<file path="config.mk">
export PLATFORM = sky130hd
export DESIGN_NAME = rsk_gen
export DESIGN_NICKNAME = d
export VERILOG_FILES = /design/src/rtl/rsk_pkg.sv /design/src/rtl/rsk_lfsr.sv /design/src/rtl/rsk_lane.sv /design/src/rtl/rsk_bank.sv /design/src/rtl/rsk_gen.sv
export SDC_FILE = /design/constraint.sdc
export NUM_CORES = 1
export LEC_CHECK = 0
export CAP_MARGIN = 5
export CORE_MARGIN = 2
export CORE_UTILIZATION = 55
export DETAILED_ROUTE_END_ITERATION = 8
export PLACE_DENSITY_LB_ADDON = 0.2
export SYNTH_ARGS = -nofsm -noshare
export SYNTH_HDL_FRONTEND = slang
export SYNTH_SLANG_ARGS = --single-unit
export TNS_END_PERCENT = 1
</file>
<file path="constraint.sdc">
create_clock -name clk -period 11.88 [get_ports clk]
set_input_delay 2.376 -clock clk [delete_from_list [all_inputs] [get_ports clk]]
set_output_delay 2.376 -clock clk [all_outputs]
set_load 0.05 [all_outputs]
</file>
<file path="src/rtl/rsk_pkg.sv">
package rsk_pkg;

   localparam int CW = 7;
   localparam int BW = 8;
   localparam int KEY_BYTES = 16;
   localparam int SUBKEY_IDX_W = 7;
   localparam logic [CW-1:0] CONST_SEED = 7'h5A;

   // one step of the x^7 + x^3 + 1 sequence: shift right, feed bit3^bit0 into msb
   function automatic logic [CW-1:0] lfsr_next(input logic [CW-1:0] c);
      return {c[3] ^ c[0], c[CW-1:1]};
   endfunction

   // key byte index for subkey n: low half or high half picked by n[3],
   // rotation (j - i) mod 8 with j = n[2:0], i = n[6:4]
   function automatic logic [3:0] key_byte_sel(input logic [SUBKEY_IDX_W-1:0] n);
      logic [2:0] rot;
      rot = n[2:0] - n[6:4];
      return {n[3], rot};
   endfunction

endpackage

</file>
<file path="src/rtl/rsk_lfsr.sv">
module rsk_lfsr
   import rsk_pkg::*;
#(
   parameter int LANES = 4,
   parameter logic [CW-1:0] SEED = CONST_SEED
)(
   input  logic                      clk,
   input  logic                      rst_n,
   input  logic                      restart,
   input  logic                      step,
   output logic [LANES-1:0][CW-1:0]  csts
);

   logic [CW-1:0]            state_q;
   logic [LANES:0][CW-1:0]   chain;

   assign chain[0] = state_q;

   for (genvar k = 0; k < LANES; k++) begin : g_chain
      assign chain[k+1] = lfsr_next(chain[k]);
      assign csts[k]    = chain[k];
   end

   always_ff @(posedge clk) begin
      if (!rst_n) begin
         state_q <= SEED;
      end else if (restart) begin
         state_q <= SEED;
      end else if (step) begin
         state_q <= chain[LANES];
      end
   end

endmodule

</file>
<file path="src/rtl/rsk_lane.sv">
module rsk_lane
   import rsk_pkg::*;
(
   input  logic [KEY_BYTES*BW-1:0]   key,
   input  logic [SUBKEY_IDX_W-1:0]   idx,
   input  logic [CW-1:0]             cst,
   output logic [BW-1:0]             sk
);

   logic [3:0]    sel;
   logic [BW-1:0] kbyte;

   assign sel   = key_byte_sel(idx);
   assign kbyte = key[{sel, 3'b000} +: BW];
   assign sk    = kbyte + {1'b0, cst};

endmodule

</file>
<file path="src/rtl/rsk_bank.sv">
module rsk_bank #(
   parameter int DEPTH = 32,
   parameter int WIDTH = 32,
   localparam int AW = $clog2(DEPTH)
)(
   input  logic             clk,
   input  logic             we,
   input  logic [AW-1:0]    waddr,
   input  logic [WIDTH-1:0] wdata,
   input  logic [AW-1:0]    raddr,
   output logic [WIDTH-1:0] rdata
);

   logic [WIDTH-1:0] mem [DEPTH];

   always_ff @(posedge clk) begin
      if (we) begin
         mem[waddr] <= wdata;
      end
   end

   assign rdata = mem[raddr];

endmodule

</file>
<file path="src/rtl/rsk_gen.sv">
module rsk_gen
   import rsk_pkg::*;
#(
   parameter bit              BANK       = 1'b0,
   parameter int              NUM_ROUNDS = 32,
   parameter int              LANES      = 4,
   parameter logic [CW-1:0]   SEED       = CONST_SEED,
   localparam int             RW         = $clog2(NUM_ROUNDS),
   localparam int             LW         = $clog2(LANES),
   localparam int             OW         = LANES * BW,
   localparam int             KW         = KEY_BYTES * BW
)(
   input  logic           clk,
   input  logic           rst_n,
   input  logic           load,
   input  logic [KW-1:0]  key_in,
   input  logic           advance,
   output logic           ready,
   output logic [RW-1:0]  round_idx,
   output logic [OW-1:0]  sk_out
);

   // elaboration checks
   if (LANES < 2 || (1 << LW) != LANES) begin : g_bad_lanes
      $error("rsk_gen: LANES must be a power of two, at least 2");
   end
   if (NUM_ROUNDS < 2 || (1 << RW) != NUM_ROUNDS) begin : g_bad_rounds
      $error("rsk_gen: NUM_ROUNDS must be a power of two, at least 2");
   end
   if (RW + LW > SUBKEY_IDX_W) begin : g_bad_total
      $error("rsk_gen: NUM_ROUNDS*LANES exceeds the 128-subkey index space");
   end

   localparam logic [RW-1:0] LAST_ROUND = RW'(NUM_ROUNDS - 1);

   logic [KW-1:0]                     key_q;
   logic [RW-1:0]                     gen_round;
   logic                              lfsr_restart;
   logic                              lfsr_step;
   logic [LANES-1:0][CW-1:0]          cst;
   logic [LANES-1:0][SUBKEY_IDX_W-1:0] sub_idx;
   logic [OW-1:0]                     gen_sk;
   logic                              gen_last;

   assign gen_last = (gen_round == LAST_ROUND);

   always_ff @(posedge clk) begin
      if (!rst_n) begin
         key_q <= '0;
      end else if (load) begin
         key_q <= key_in;
      end
   end

   rsk_lfsr #(
      .LANES (LANES),
      .SEED  (SEED)
   ) u_lfsr (
      .clk     (clk),
      .rst_n   (rst_n),
      .restart (lfsr_restart),
      .step    (lfsr_step),
      .csts    (cst)
   );

   for (genvar k = 0; k < LANES; k++) begin : g_lane
      assign sub_idx[k] = SUBKEY_IDX_W'({gen_round, LW'(k)});
      rsk_lane u_lane (
         .key (key_q),
         .idx (sub_idx[k]),
         .cst (cst[k]),
         .sk  (gen_sk[k*BW +: BW])
      );
   end

   if (BANK) begin : g_banked
      logic           filling;
      logic           full;
      logic [RW-1:0]  rd_round;
      logic [OW-1:0]  bank_q;
      logic           fill_we;

      assign fill_we      = filling & ~load;
      assign lfsr_restart = load;
      assign lfsr_step    = fill_we;

      always_ff @(posedge clk) begin
         if (!rst_n) begin
            filling   <= 1'b0;
            full      <= 1'b0;
            gen_round <= '0;
            rd_round  <= '0;
         end else if (load) begin
            filling   <= 1'b1;
            full      <= 1'b0;
            gen_round <= '0;
            rd_round  <= '0;
         end else if (filling) begin
            gen_round <= gen_last ? '0 : gen_round + 1'b1;
            if (gen_last) begin
               filling <= 1'b0;
               full    <= 1'b1;
            end
         end else if (advance && full) begin
            rd_round <= (rd_round == LAST_ROUND) ? '0 : rd_round + 1'b1;
         end
      end

      rsk_bank #(
         .DEPTH (NUM_ROUNDS),
         .WIDTH (OW)
      ) u_bank (
         .clk   (clk),
         .we    (fill_we),
         .waddr (gen_round),
         .wdata (gen_sk),
         .raddr (rd_round),
         .rdata (bank_q)
      );

      assign ready     = full;
      assign round_idx = rd_round;
      assign sk_out    = bank_q;
   end else begin : g_on_the_fly
      logic loaded;
      logic step_ok;

      assign step_ok      = advance & loaded & ~load;
      assign lfsr_restart = load | (step_ok & gen_last);
      assign lfsr_step    = step_ok & ~gen_last;

      always_ff @(posedge clk) begin
         if (!rst_n) begin
            loaded    <= 1'b0;
            gen_round <= '0;
         end else if (load) begin
            loaded    <= 1'b1;
            gen_round <= '0;
         end else if (step_ok) begin
            gen_round <= gen_last ? '0 : gen_round + 1'b1;
         end
      end

      assign ready     = loaded;
      assign round_idx = gen_round;
      assign sk_out    = gen_sk;
   end

endmodule

</file>
-- Yosys cells after proc, flatten, opt, wreduce, memory -nomap -nowiden
Index checks and enable logic that the tools add are counted.
- reductions and logical operators: 2
- multipliers: 0
- shifts and indexed selects: 4
- equal/unequal tests: 1
- add/sub/neg operators: 9
- multiplexer cells: 1
- magnitude comparators: 0
- div/mod/pow operators: 0
- bitwise logic cells: 12
- operators with widths (cell ; count):
    $shiftx 128x8->8 ; 4
    $add 8x7->8 ; 4
    $sub 3x3->3 ; 4
    $add 5x1->5 const B ; 1
    $eq 5x5->1 const B ; 1
    $mux 5 ; 1
    $and 1x1->1 ; 4
    $reduce_or 2->1 ; 2
    $xor 1x1->1 ; 4
    $not 1->1 ; 3
    $or 1x1->1 ; 1
- input bits: 132
- output and inout bits: 38
- word-level logic and storage cells: 33
- ROM bits: 0
- RAM bits: 0
- bits in latches: 0
- flip-flop bits (word level): 141
- memories kept: 0

-- Longest topological paths before layout
Gate-level depths: netlist (run 1).
- word-level depth: 5
- depth in mapped cells: 18
- gate-level depth less buffers: 15

-- By module
From an unflattened synthesis (run 1), not the netlist that was laid out.
- cell total of the unflattened synthesis: 860
- area total of the unflattened synthesis: 11001.8 um^2
- by module, submodules not included (module ; cells each ; times used ; area an instance (um^2)):
    rsk_gen ; 447 ; 1 ; 5096.1
    rsk_lane (g_lane[0].u_lane ...) ; 90 ; 3 ; 1355.0
    rsk_lane (g_lane[3].u_lane) ; 84 ; 1 ; 1312.5
    rsk_lfsr ; 59 ; 1 ; 528.0

-- Least setup slack after synthesis (run 1)
OpenSTA, ideal clock, no wires.
- kind: flip-flop to output port
- start point: reg gen_round[3], in the netlist round_idx[3]
- end point: out sk_out[22]
- arrival time: 4758 ps
- slack: 4746 ps
- cell stages (with the launch flop): 18
- required time: 9504 ps
- path buffers: 4
- cell sequence: dfxtp_1 > buf_2 > clkinv_1 > buf_1 > ha_1 > clkbuf_1 > clkbuf_1 > mux4_2 > mux2i_1 > ha_1 > inv_1 > fa_1 > inv_1 > a21o_1 > a21oi_1 > o21bai_1 > a21oi_1 > xnor2_1
- word-level cells in the longest chain between the ends: 3
- RTL lines (item ; RTL line ; RTL):
    start: declaration ; rsk_gen.sv:37 ; logic [RW-1:0] gen_round;
    start signal: assignment ; rsk_gen.sv:140 ; gen_round <= gen_last ? '0 : gen_round + 1'b1;
    $sub 3x3->3 ; rsk_pkg.sv:18 ; rot = n[2:0] - n[6:4];
    $shiftx 128x8->8 ; rsk_lane.sv:14 ; assign kbyte = key[{sel, 3'b000} +: BW];
    $add 8x7->8 ; rsk_lane.sv:15 ; assign sk = kbyte + {1'b0, cst};
    end: declaration ; rsk_gen.sv:20 ; output logic [OW-1:0] sk_out
Every way passes these cells.

-- Worst setup path after layout (run 1)
- start point: reg gen_round[2], in the netlist round_idx[2]
- end point: out sk_out[7]
The elaborated chain is that of the path after synthesis.

==> results.md, run 1 <==
* Status: complete, no violations
* Post-route clock period utilization at 65.8%
* CTS resizes at 0
* IO Pins at 170
* Share of layout cells above drive strength 1 at 11.6%
* Post-Route Skew at 0.00403 ns
* H-tree levels at 4
* Routed wl met2 at 12600 um
* Critical path endpoint category: primary output
* Critical path's slowest cell: xnor2_2
* Clk buf depth at 2
* Die area at 19300 um^2
* Post-synthesis sequential area ratio at 28.2%
* Clock sink count at 141
* Global placement routability congestion at 1.05
* ANT cells at 0
* Syn Std Cell Area at 10000 um^2
* RR Endpoint: u_lfsr.state_q[5]
* RSZ-0062 raised after global routing: no
* Peak Freq at 0.128 GHz
* Max Cap Viol at 0
* R2R Setup Slk at 9.16 ns
* VDD IR max at 0.0999 mV
* Endpoints failing hold at 0
* Hold Buf Count CTS at 0
* Placed Area at 11800 um^2
* CP Launch Type: flop
* Initial core utilization at 55.9%
* GR Util All Layers at 28.9%
* FF-to-FF path depth at 8
* Clk pin slew, worst setup/hold paths at 0.06 ns
* Clock latency on the worst-skew pair at 0.42 ns
* Die X at 139 um
* Met1 wire length at 12400 um
* Routed Antenna Nets at 0
* Worst path cell trace: inv_1 > ha_1 > xnor2_2 > mux4_2 > mux2i_1 > ha_1 > a21o_1 > a21oi_1 > o21ai_0 > o41ai_1 > xnor2_1 > clkdlybuf4s50_1
* Setup_tns at 0 ns
* Clock root buffer: clkbuf_16
* Post-synth EDFFs at 0
* CP Max Fanout at 23
* Largest net degree at the start of global routing at 100
* DR top layer: met4
* Crit path launch: round_idx[2]
* IO buf count at 169
* Final wirelength at 27800 um
* First DRT Iteration DRCs at 832
* Dpl hpwl at 21300 um
* Worst hold-check path type: flop to flop
* Post-synth top area share at 28.2%
* First-pass GRT wire length at 42500 um
* Min cycle time layout at 7.82 ns
* GRT overflow at 0
* Total CTS buffers at 17
* Pre-antenna DRT Iters at 5
* Core ar. at 17900 um^2
* Synth Flop Type: dfxtp_1
* CP Capture Point: sk_out[7]
* Drt wl/cell at 21.5 um
* Slew HR at 27.8%
* WP data arrival at 5.45 ns
* Crit path top cell by count: ha_1
* Post-layout util at 68.9%
* Post-synth top area cell: dfxtp_1
* Slew Limit Fails at 0
* Die height at 139 um
* Syn nets at 1095
* PD cells at 110 nW/um^2
* Nets at 1225
* Area grow syn2layout at 23.3%
* Asr flop ratio synth at 0%
* Final setup fails at 0
* Routed vias/inst at 6.05
* Row Count at 49
* Design area at 12300 um^2
* Slowest Stage Delay on Critical Path at 0.85 ns
* Syn_area_per_cell at 10.8 um^2
* Vias at 7840
* Post-synthesis cell type count at 46
* Vias in the first global route at 7254
* Synth Instances at 926
* Initial antenna violation count at 0
* # Post-CTS Setup Buffers at 0
* Met3 routed WL at 2100 um
* TritonCTS clock tree: built
* Lkg Pwr at 4.63 nW
* Overall Power at 1.35 mW
* DR DRC count at 0
* Worst endpoint required time at 9.50 ns
* Crit Path Class: flop to primary output
* Synth Register Bits at 141
* Measured slew at the worst slew-check pin at 1.08 ns
* Reg-to-Reg Start: round_idx[3]
* Yosys warnings at 0
* Synth top area cells: dfxtp_1 (28%), mux2i_1 (24%), mux4_2 (16%), nor2b_1 (8.2%), ha_1 (4.1%)
## cell families (layout without fill, tap and decap cells)
| logic type | Yosys count | after routing | synth area share, % |
|---|---|---|---|
| fa+ha+maj | 37 | 37 | 4.93 |
| buf+inv | 87 | 228 | 3.64 |
| flops | 141 | 141 | 28.2 |
| compound gates | 97 | 97 | 6.01 |
| xor+xnor | 32 | 32 | 3.14 |
| mux | 320 | 320 | 42.4 |
| simple gates | 212 | 212 | 11.7 |
## placed cells by master (no fill, tap or decap), drive strengths merged, types with 2 or more instances in the layout
cell	instances
mux4	80
o41ai	2
a21boi	2
nor2	27
nand2b	2
nor3	6
ha	33
a22oi	8
xor2	8
a21oi	23
inv	20
nand3	4
mux2	2
o21a	5
clkinv	4
and2	2
clkdlybuf4s50	167
nor2b	131
a211oi	3
fa	4
buf	11
xnor2	24
a21o	8
mux2i	238
o21ai	29
clkbuf	21
dfxtp	141
nand2	35
o211ai	9
o21bai	2
a31oi	3
clkinvlp	4
nor3b	2
## critical path, delay by kind of cell (launching register included)
kind	cells	cell delay (ns)
buf+inv	2	1.04
mux	2	0.91
xor+xnor	2	1.03
compound gates	4	0.87
flops	1	0.57
fa+ha+maj	2	0.59
## how the worst min path moves through the flow
stage / startpoint / slack (ns) / cells past startpoint / end
after floorplan: key_q[81] / 0.50 / 2 / key_q[81]
after global placement: key_q[89] / 0.53 / 2 / key_q[89]
after detailed placement: key_q[89] / 0.53 / 2 / key_q[89]
after CTS: key_q[89] / 0.54 / 2 / key_q[89]
after global routing: key_q[81] / 0.56 / 2 / key_q[81]
final: key_q[81] / 0.54 / 2 / key_q[81]
## layer usage
metal | vias up | GRT usage, %
li1 | 3671 | -
met1 | 3765 | 40.6
met2 | 352 | 44.0
met3 | 52 | 7.01
met4 | 0 | 9.94
met5 | - | 0
## synth_stat cells (4+ instances only)
master and count:
mux4_2 71, o211ai_1 9, buf_2 18, buf_1 16
dfxtp_1 141, a22oi_1 8, nor2_1 25, inv_1 18
a21oi_1 23, xnor2_1 22, clkbuf_1 30, mux2i_1 238
nor2b_1 131, nand3_1 4, o21a_1 5, mux4_1 9
ha_1 33, nor3_1 6, a21o_1 8, o21ai_0 29
nand2_1 35, fa_1 4, xor2_1 7
## registers in the layout, summed over array words and instances (netlist names)
name,count
key_q,128
ready,1
round_idx,5
u_lfsr.state_q,7
## power by group
part | leakage [nW] | internal, mW | switching, mW
Combinational | 3.21 | 0.152 | 0.157
Clock | 0.263 | 0.304 | 0.209
Sequential | 1.16 | 0.499 | 0.0328
Total | 4.63 | 0.955 | 0.399
## area by class of cell
class / count / area (um^2)
Timing Repair Buffer: 178 / 1760
Clock buffer: 21 / 472
Inverter: 20 / 75.1
Fill cell: 1429 / 5580
Sequential cell: 141 / 2830
Multi-Input combinational cell: 698 / 6820
Tap cell: 229 / 287
Clock inverter: 9 / 87.6
## stage by stage
stage | cells | hold slack, ns | setup slack, ns
2_1_floorplan | 926 | 0.499 | 4.75
3_3_place_gp | 1266 | 0.526 | 4.65
3_5_place_dp | 1266 | 0.529 | 4.54
4_1_cts | 1296 | 0.539 | 4.08
5_1_grt | 1296 | 0.564 | 3.79
6_report | 1296 | 0.543 | 4.06
(Power assumes the default switching activity.)
==> inputs of run 2 (changes only) <==
==> constraint.sdc (replaced) <==
create_clock -name clk -period 7.4 [get_ports clk]
set_input_delay 1.48 -clock clk [delete_from_list [all_inputs] [get_ports clk]]
set_output_delay 1.48 -clock clk [all_outputs]
set_load 0.05 [all_outputs]
==> results.md, run 2 (synthesized netlist as in run 1, its figures left out) <==
* Placed Area at 11800 um^2 (+0.19%)
* Commonest non-fill, non-tap cell in the layout: mux2i_1
* Nets at 1228 (+0.24%)
* Lkg Pwr at 4.68 nW (+1.1%)
* Total CTS buffers at 17 (unchanged)
* GRT overflow at 0 (unchanged)
* Crit path launch: round_idx[0]
* Clk buf depth at 2 (unchanged)
* Endpoints failing hold at 0 (unchanged)
* Sw Ratio at 28.9% (-0.54 points)
* Global placement routability congestion at 0.999 (-5.0%)
* Row Count at 49 (unchanged)
* RR Endpoint: u_lfsr.state_q[5]
* Worst hold-check path type: flop to flop
* Max Cap Viol at 0 (unchanged)
* GR Util All Layers at 28.9% (about the same)
* Post-layout util at 69.3% (+0.45 points)
* Final setup margin at 0.880 ns (-3.18 ns)
* Sw power at 0.650 mW (+63%)
* Initial antenna violation count at 0 (unchanged)
* IO buf count at 169 (unchanged)
* First-pass GRT wire length at 42800 um (+0.59%)
* Vias in the first global route at 7521 (+3.7%)
* Routed vias/inst at 6.10 (+0.86%)
* Area grow syn2layout at 24.1%
* Measured slew at the worst slew-check pin at 1.11 ns (+0.0302 ns)
* WP data arrival at 5.04 ns (-0.41 ns)
* Hold Buf Count CTS at 0 (unchanged)
* Commonest non-fill, non-tap cells in the layout: mux2i_1 (238), clkdlybuf4s50_1 (167), dfxtp_1 (138)
* First DRT Iteration DRCs at 689 (-17%)
* Clock root buffer: clkbuf_16
* CP Capture Point: sk_out[22]
* Internal Power at 1.60 mW (+67%)
* Pre-antenna DRT Iters at 6 (+1)
* RSZ-0062 raised after global routing: no
* VDD IR max at 0.168 mV (+68%)
* Clock power frac at 39.9% (+2.1 points)
* Die X at 139 um (unchanged)
* Initial core utilization at 55.9% (unchanged)
* Routed Antenna Nets at 0 (unchanged)
* Crit Path Class: flop to primary output
* Share of layout cells above drive strength 1 at 12.0% (+0.41 points)
* Placed Cells at 1269 (+0.24%)
* Place WS at 1.32 ns (-3.22 ns)
* Min cycle time layout at 6.52 ns
* Design area at 12400 um^2 (+0.65%)
* Final setup fails at 0 (unchanged)
* Largest register by flop count: key_q
* Slew HR at 25.7% (-2.0 points)
* Core ar. at 17900 um^2 (unchanged)
* Clock sink count at 141 (unchanged)
* Clk pin slew, worst setup/hold paths at 0.06 ns (about the same)
* Die height at 139 um (unchanged)
* Vias at 7938 (+1.3%)
* Setup_tns at 0 ns (unchanged)
* Die area at 19300 um^2 (unchanged)
* ANT cells at 0 (unchanged)
* Seq pwr share at 38.0% (-1.3 points)
* Final wirelength at 28100 um (+1.1%)
* Worst endpoint required time at 5.92 ns (-3.58 ns)
* # Post-CTS Setup Buffers at 0 (unchanged)
* Post-Route Skew at 0.00604 ns (+0.00200 ns)
* Overall Power at 2.25 mW (+66%)
* Slew Limit Fails at 0 (unchanged)
* Dpl hpwl at 21400 um (+0.39%)
* Clock latency on the worst-skew pair at 0.43 ns (about the same)
* Reg-to-Reg Start: round_idx[2]
* DR DRC count at 0 (unchanged)
* PD cells at 181 nW/um^2 (+65%)
* Drt wl/cell at 21.6 um (+0.70%)
* Fin cells at 1301 (+0.39%)
* Fill cells at 1382 (-3.3%)
* Logic pwr share at 22.2% (-0.6 points)
* Max reg flops at 128 (unchanged)
* Critical path endpoint category: primary output
* CP Launch Type: flop
* CP Max Fanout at 10 (-57%)
* Largest net degree at the start of global routing at 131 (+31%)
* H-tree levels at 4 (unchanged)
* Status: complete, no violations
* FF-to-FF path depth at 8 (unchanged)
* Post-route clock period utilization at 88.1%
* TritonCTS clock tree: built
* Fin Hold WS at 0.544 ns (+0.000893 ns)
* CTS resizes at 0 (unchanged)
* R2R Setup Slk at 4.50 ns (-4.66 ns)
* Peak Freq at 0.153 GHz
* IO Pins at 170 (unchanged)
-- run 2: changes by cell type in the layout (fill, tap and decap cells not counted), sizes merged --
cell / delta
buf: +3
bufinv: +2
clkinv: +2
clkinvlp: -2
clkbuf: -1
inv: +1
-- run 2: worst min-delay path by stage --
stage                          from        end  slack, ns  depth (start not counted)
after floorplan           key_q[81]  key_q[81]       0.50                          2
after global placement    key_q[92]  key_q[92]       0.53                          2
after detailed placement  key_q[83]  key_q[83]       0.54                          2
after CTS                 key_q[83]  key_q[83]       0.54                          2
after global routing       key_q[5]   key_q[5]       0.57                          2
final                     key_q[64]  key_q[64]       0.54                          2
-- run 2: layout make-up --
| class | count | area [um^2] | share of cell area (%) |
|---|---|---|---|
| multi-input combinational | 698 | 6820 | 55.0 |
| clock inverter | 12 | 159 | 1.28 |
| inverter | 20 | 75.1 | 0.605 |
| timing repair buffer | 181 | 1780 | 14.3 |
| tap | 229 | 287 | 2.31 |
| clock buffer | 20 | 458 | 3.69 |
| sequential | 141 | 2830 | 22.8 |
-- run 2: metal layers --
metal | global-route usage [%] | wire length, um | up-vias
met5 | 0 | 0 | -
met4 | 10.9 | 885 | 0
met3 | 7.01 | 2580 | 71
met2 | 43.1 | 12300 | 428
met1 | 40.8 | 12300 | 3767
li1 | - | - | 3672
-- run 2: worst max-delay path, stage by stage, from the launching register on --
cell	delay [ns]
dfxtp_1	0.55
xor2_2	0.20
xnor2_2	0.68
buf_4	0.30
mux4_2	0.51
mux2i_1	0.22
ha_1	0.22
inv_1	0.06
fa_1	0.40
inv_1	0.07
a21o_1	0.11
a21oi_1	0.09
o21bai_1	0.15
a21oi_1	0.09
xnor2_1	0.14
clkdlybuf4s50_1	0.82
-- run 2: power groups by stage --
stage          clock (mW)  combinational, mW  sequential [mW]
2_1_floorplan           0              0.317            0.847
3_3_place_gp            0              0.489            0.865
3_5_place_dp            0              0.495            0.867
4_1_cts             0.906              0.496            0.852
5_1_grt             0.943              0.528            0.858
6_report            0.897              0.498            0.854
==> inputs of run 3 (changes only) <==
--- a/config.mk
+++ b/config.mk
@@ -6,7 +6,7 @@
 export NUM_CORES = 1
 export LEC_CHECK = 0
 export CAP_MARGIN = 5
-export CORE_MARGIN = 2
+export CORE_MARGIN = 10
 export CORE_UTILIZATION = 55
 export DETAILED_ROUTE_END_ITERATION = 8
 export PLACE_DENSITY_LB_ADDON = 0.2
==> results.md, run 3 (synthesized netlist as in run 1, its figures left out) <==
* Status: complete, no violations
* Largest register by flop count: key_q
* DR DRC count at 0 (unchanged)
* Die X at 155 um (+12%)
* Endpoints failing hold at 0 (unchanged)
* Clk pin slew, worst setup/hold paths at 0.06 ns (about the same)
* IO Pins at 170 (unchanged)
* TritonCTS clock tree: built
* Hold Path End: key_q[88]
* Nets at 1228 (unchanged)
* Share of layout cells above drive strength 1 at 12.2% (+0.19 points)
* Vias in the first global route at 7784 (+3.5%)
* Clock root buffer: clkbuf_16
* Final wirelength at 30000 um (+6.8%)
* Seq pwr share at 38.7% (+0.7 points)
* Slew HR at 27.2% (+1.5 points)
* Clk buf depth at 2 (unchanged)
* ANT cells at 0 (unchanged)
* Initial core utilization at 55.9% (unchanged)
* Post-Route Skew at 0.00225 ns (-0.00379 ns)
* Core ar. at 17900 um^2 (unchanged)
* Dpl hpwl at 23300 um (+8.8%)
* Max Cap Viol at 0 (unchanged)
* Hold path start: key_q[88]
* GRT overflow at 0 (unchanged)
* Sw Ratio at 30.5% (+1.6 points)
* Internal Power at 1.53 mW (-4.0%)
* Fill cells at 1401 (+1.4%)
* CTS resizes at 0 (unchanged)
* Die height at 155 um (+12%)
* Largest net degree at the start of global routing at 115 (-12%)
* Peak Freq at 0.151 GHz (-1.5%)
* Max reg flops at 128 (unchanged)
* FF-to-FF path depth at 8 (unchanged)
* Total CTS buffers at 17 (unchanged)
* Final setup margin at 0.781 ns (-0.0983 ns)
* PD cells at 178 nW/um^2 (-1.5%)
* Die area at 24000 um^2 (+24%)
* Place WS at 1.32 ns (-0.00462 ns)
* Worst endpoint required time at 5.92 ns (about the same)
* Logic pwr share at 22.5% (+0.3 points)
* # Post-CTS Setup Buffers at 0 (unchanged)
* R2R Setup Slk at 4.44 ns (-0.06 ns)
* Vias at 7826 (-1.4%)
* Area grow syn2layout at 23.8%
* Crit Path Class: flop to primary output
* First-pass GRT wire length at 46000 um (+7.6%)
* CP Max Fanout at 10 (unchanged)
* Lkg Pwr at 4.67 nW (-0.24%)
* Min cycle time layout at 6.62 ns (+0.0983 ns)
* Measured slew at the worst slew-check pin at 1.08 ns (-0.0227 ns)
* VDD IR max at 0.160 mV (-4.3%)
* First DRT Iteration DRCs at 819 (+19%)
* Hold Buf Count CTS at 0 (unchanged)
* Routed vias/inst at 6.02 (-1.4%)
* Commonest non-fill, non-tap cell in the layout: mux2i_1
* CP Launch Type: flop
* Commonest non-fill, non-tap cells in the layout: mux2i_1 (238), clkdlybuf4s50_1 (166), dfxtp_1 (138)
* Initial antenna violation count at 1 (+1)
* Setup_tns at 0 ns (unchanged)
* Clock latency on the worst-skew pair at 0.43 ns (about the same)
* H-tree levels at 4 (unchanged)
* WP data arrival at 5.14 ns (+0.10 ns)
* Clock sink count at 141 (unchanged)
* RSZ-0062 raised after global routing: no
* Final setup fails at 0 (unchanged)
* RR Endpoint: u_lfsr.state_q[5]
* IO buf count at 169 (unchanged)
* Worst hold-check path type: flop to flop
* Slew Limit Fails at 0 (unchanged)
* GR Util All Layers at 24.6% (-4.3 points)
* Drt wl/cell at 23.1 um (+6.8%)
* Row Count at 49 (unchanged)
* Routed Antenna Nets at 0 (unchanged)
* Clock power frac at 38.8% (-1.1 points)
* Pre-antenna DRT Iters at 5 (-1)
* Hold Path Stages at 2 (unchanged)
* Critical path endpoint category: primary output
* Post-route clock period utilization at 89.4% (+1.3 points)
* Reg-to-Reg Start: round_idx[2]
* Sw power at 0.675 mW (+3.8%)
* Overall Power at 2.21 mW (-1.7%)
* Global placement routability congestion at 0.987 (-1.2%)
[run 3: cell type report]
type	count	area, um^2	area share (%)
clock buffer	19	454	3.67
clock inverter	13	128	1.03
inverter	20	75.1	0.606
multi-input combinational	698	6820	55.1
sequential	141	2830	22.8
tap	229	287	2.31
timing repair buffer	181	1790	14.4
[run 3: how the worst max path moves through the flow]
stage                  from    endpoint  cells after the start
2_1_floorplan  round_idx[3]  sk_out[22]                     17
3_3_place_gp   round_idx[2]  sk_out[14]                     16
3_5_place_dp   round_idx[0]  sk_out[22]                     15
4_1_cts        round_idx[0]  sk_out[22]                     15
5_1_grt        round_idx[0]  sk_out[22]                     15
6_report       round_idx[0]  sk_out[22]                     15
[run 3: metal layers]
metal  routed length (um)  global-route usage (%)  share of wire, %  up-vias
met4                  673                    7.69               2.2        2
li1                     -                       -                 -     3675
met1                13300                    33.3                44     3764
met5                   19                       0             0.063        -
met2                13400                    36.9                45      336
met3                 2620                    6.99               8.7       49
[run 3: critical path, stage by stage (launching register included)]
cell and delay [ns]:
dfxtp_1 0.60, xor2_2 0.20, xnor2_2 0.68, buf_4 0.31, mux4_2 0.52, mux2i_1 0.21
ha_1 0.22, inv_1 0.06, fa_1 0.39, inv_1 0.07, a21o_1 0.12, a21oi_1 0.09
o21bai_1 0.14, a21oi_1 0.09, xnor2_1 0.17, clkdlybuf4s50_1 0.83
[run 3: per-stage QoR]
step	area (um^2)	utilization, %	hold slack (ns)	instances
CTS	12400	69.2	0.543	1301
detailed placement	11800	65.9	0.532	1269
floorplan	10000	-	0.499	926
finish	12400	69.2	0.541	1301
global placement	11800	65.9	0.529	1269
global route	12400	69.2	0.563	1301
[run 3: power groups by stage]
| stage | sequential (mW) | clock [mW] | combinational, mW |
|---|---|---|---|
| global route | 0.859 | 0.899 | 0.530 |
| CTS | 0.853 | 0.869 | 0.497 |
| finish | 0.855 | 0.857 | 0.498 |
| detailed placement | 0.869 | 0 | 0.495 |
| global placement | 0.867 | 0 | 0.490 |
| floorplan | 0.847 | 0 | 0.317 |
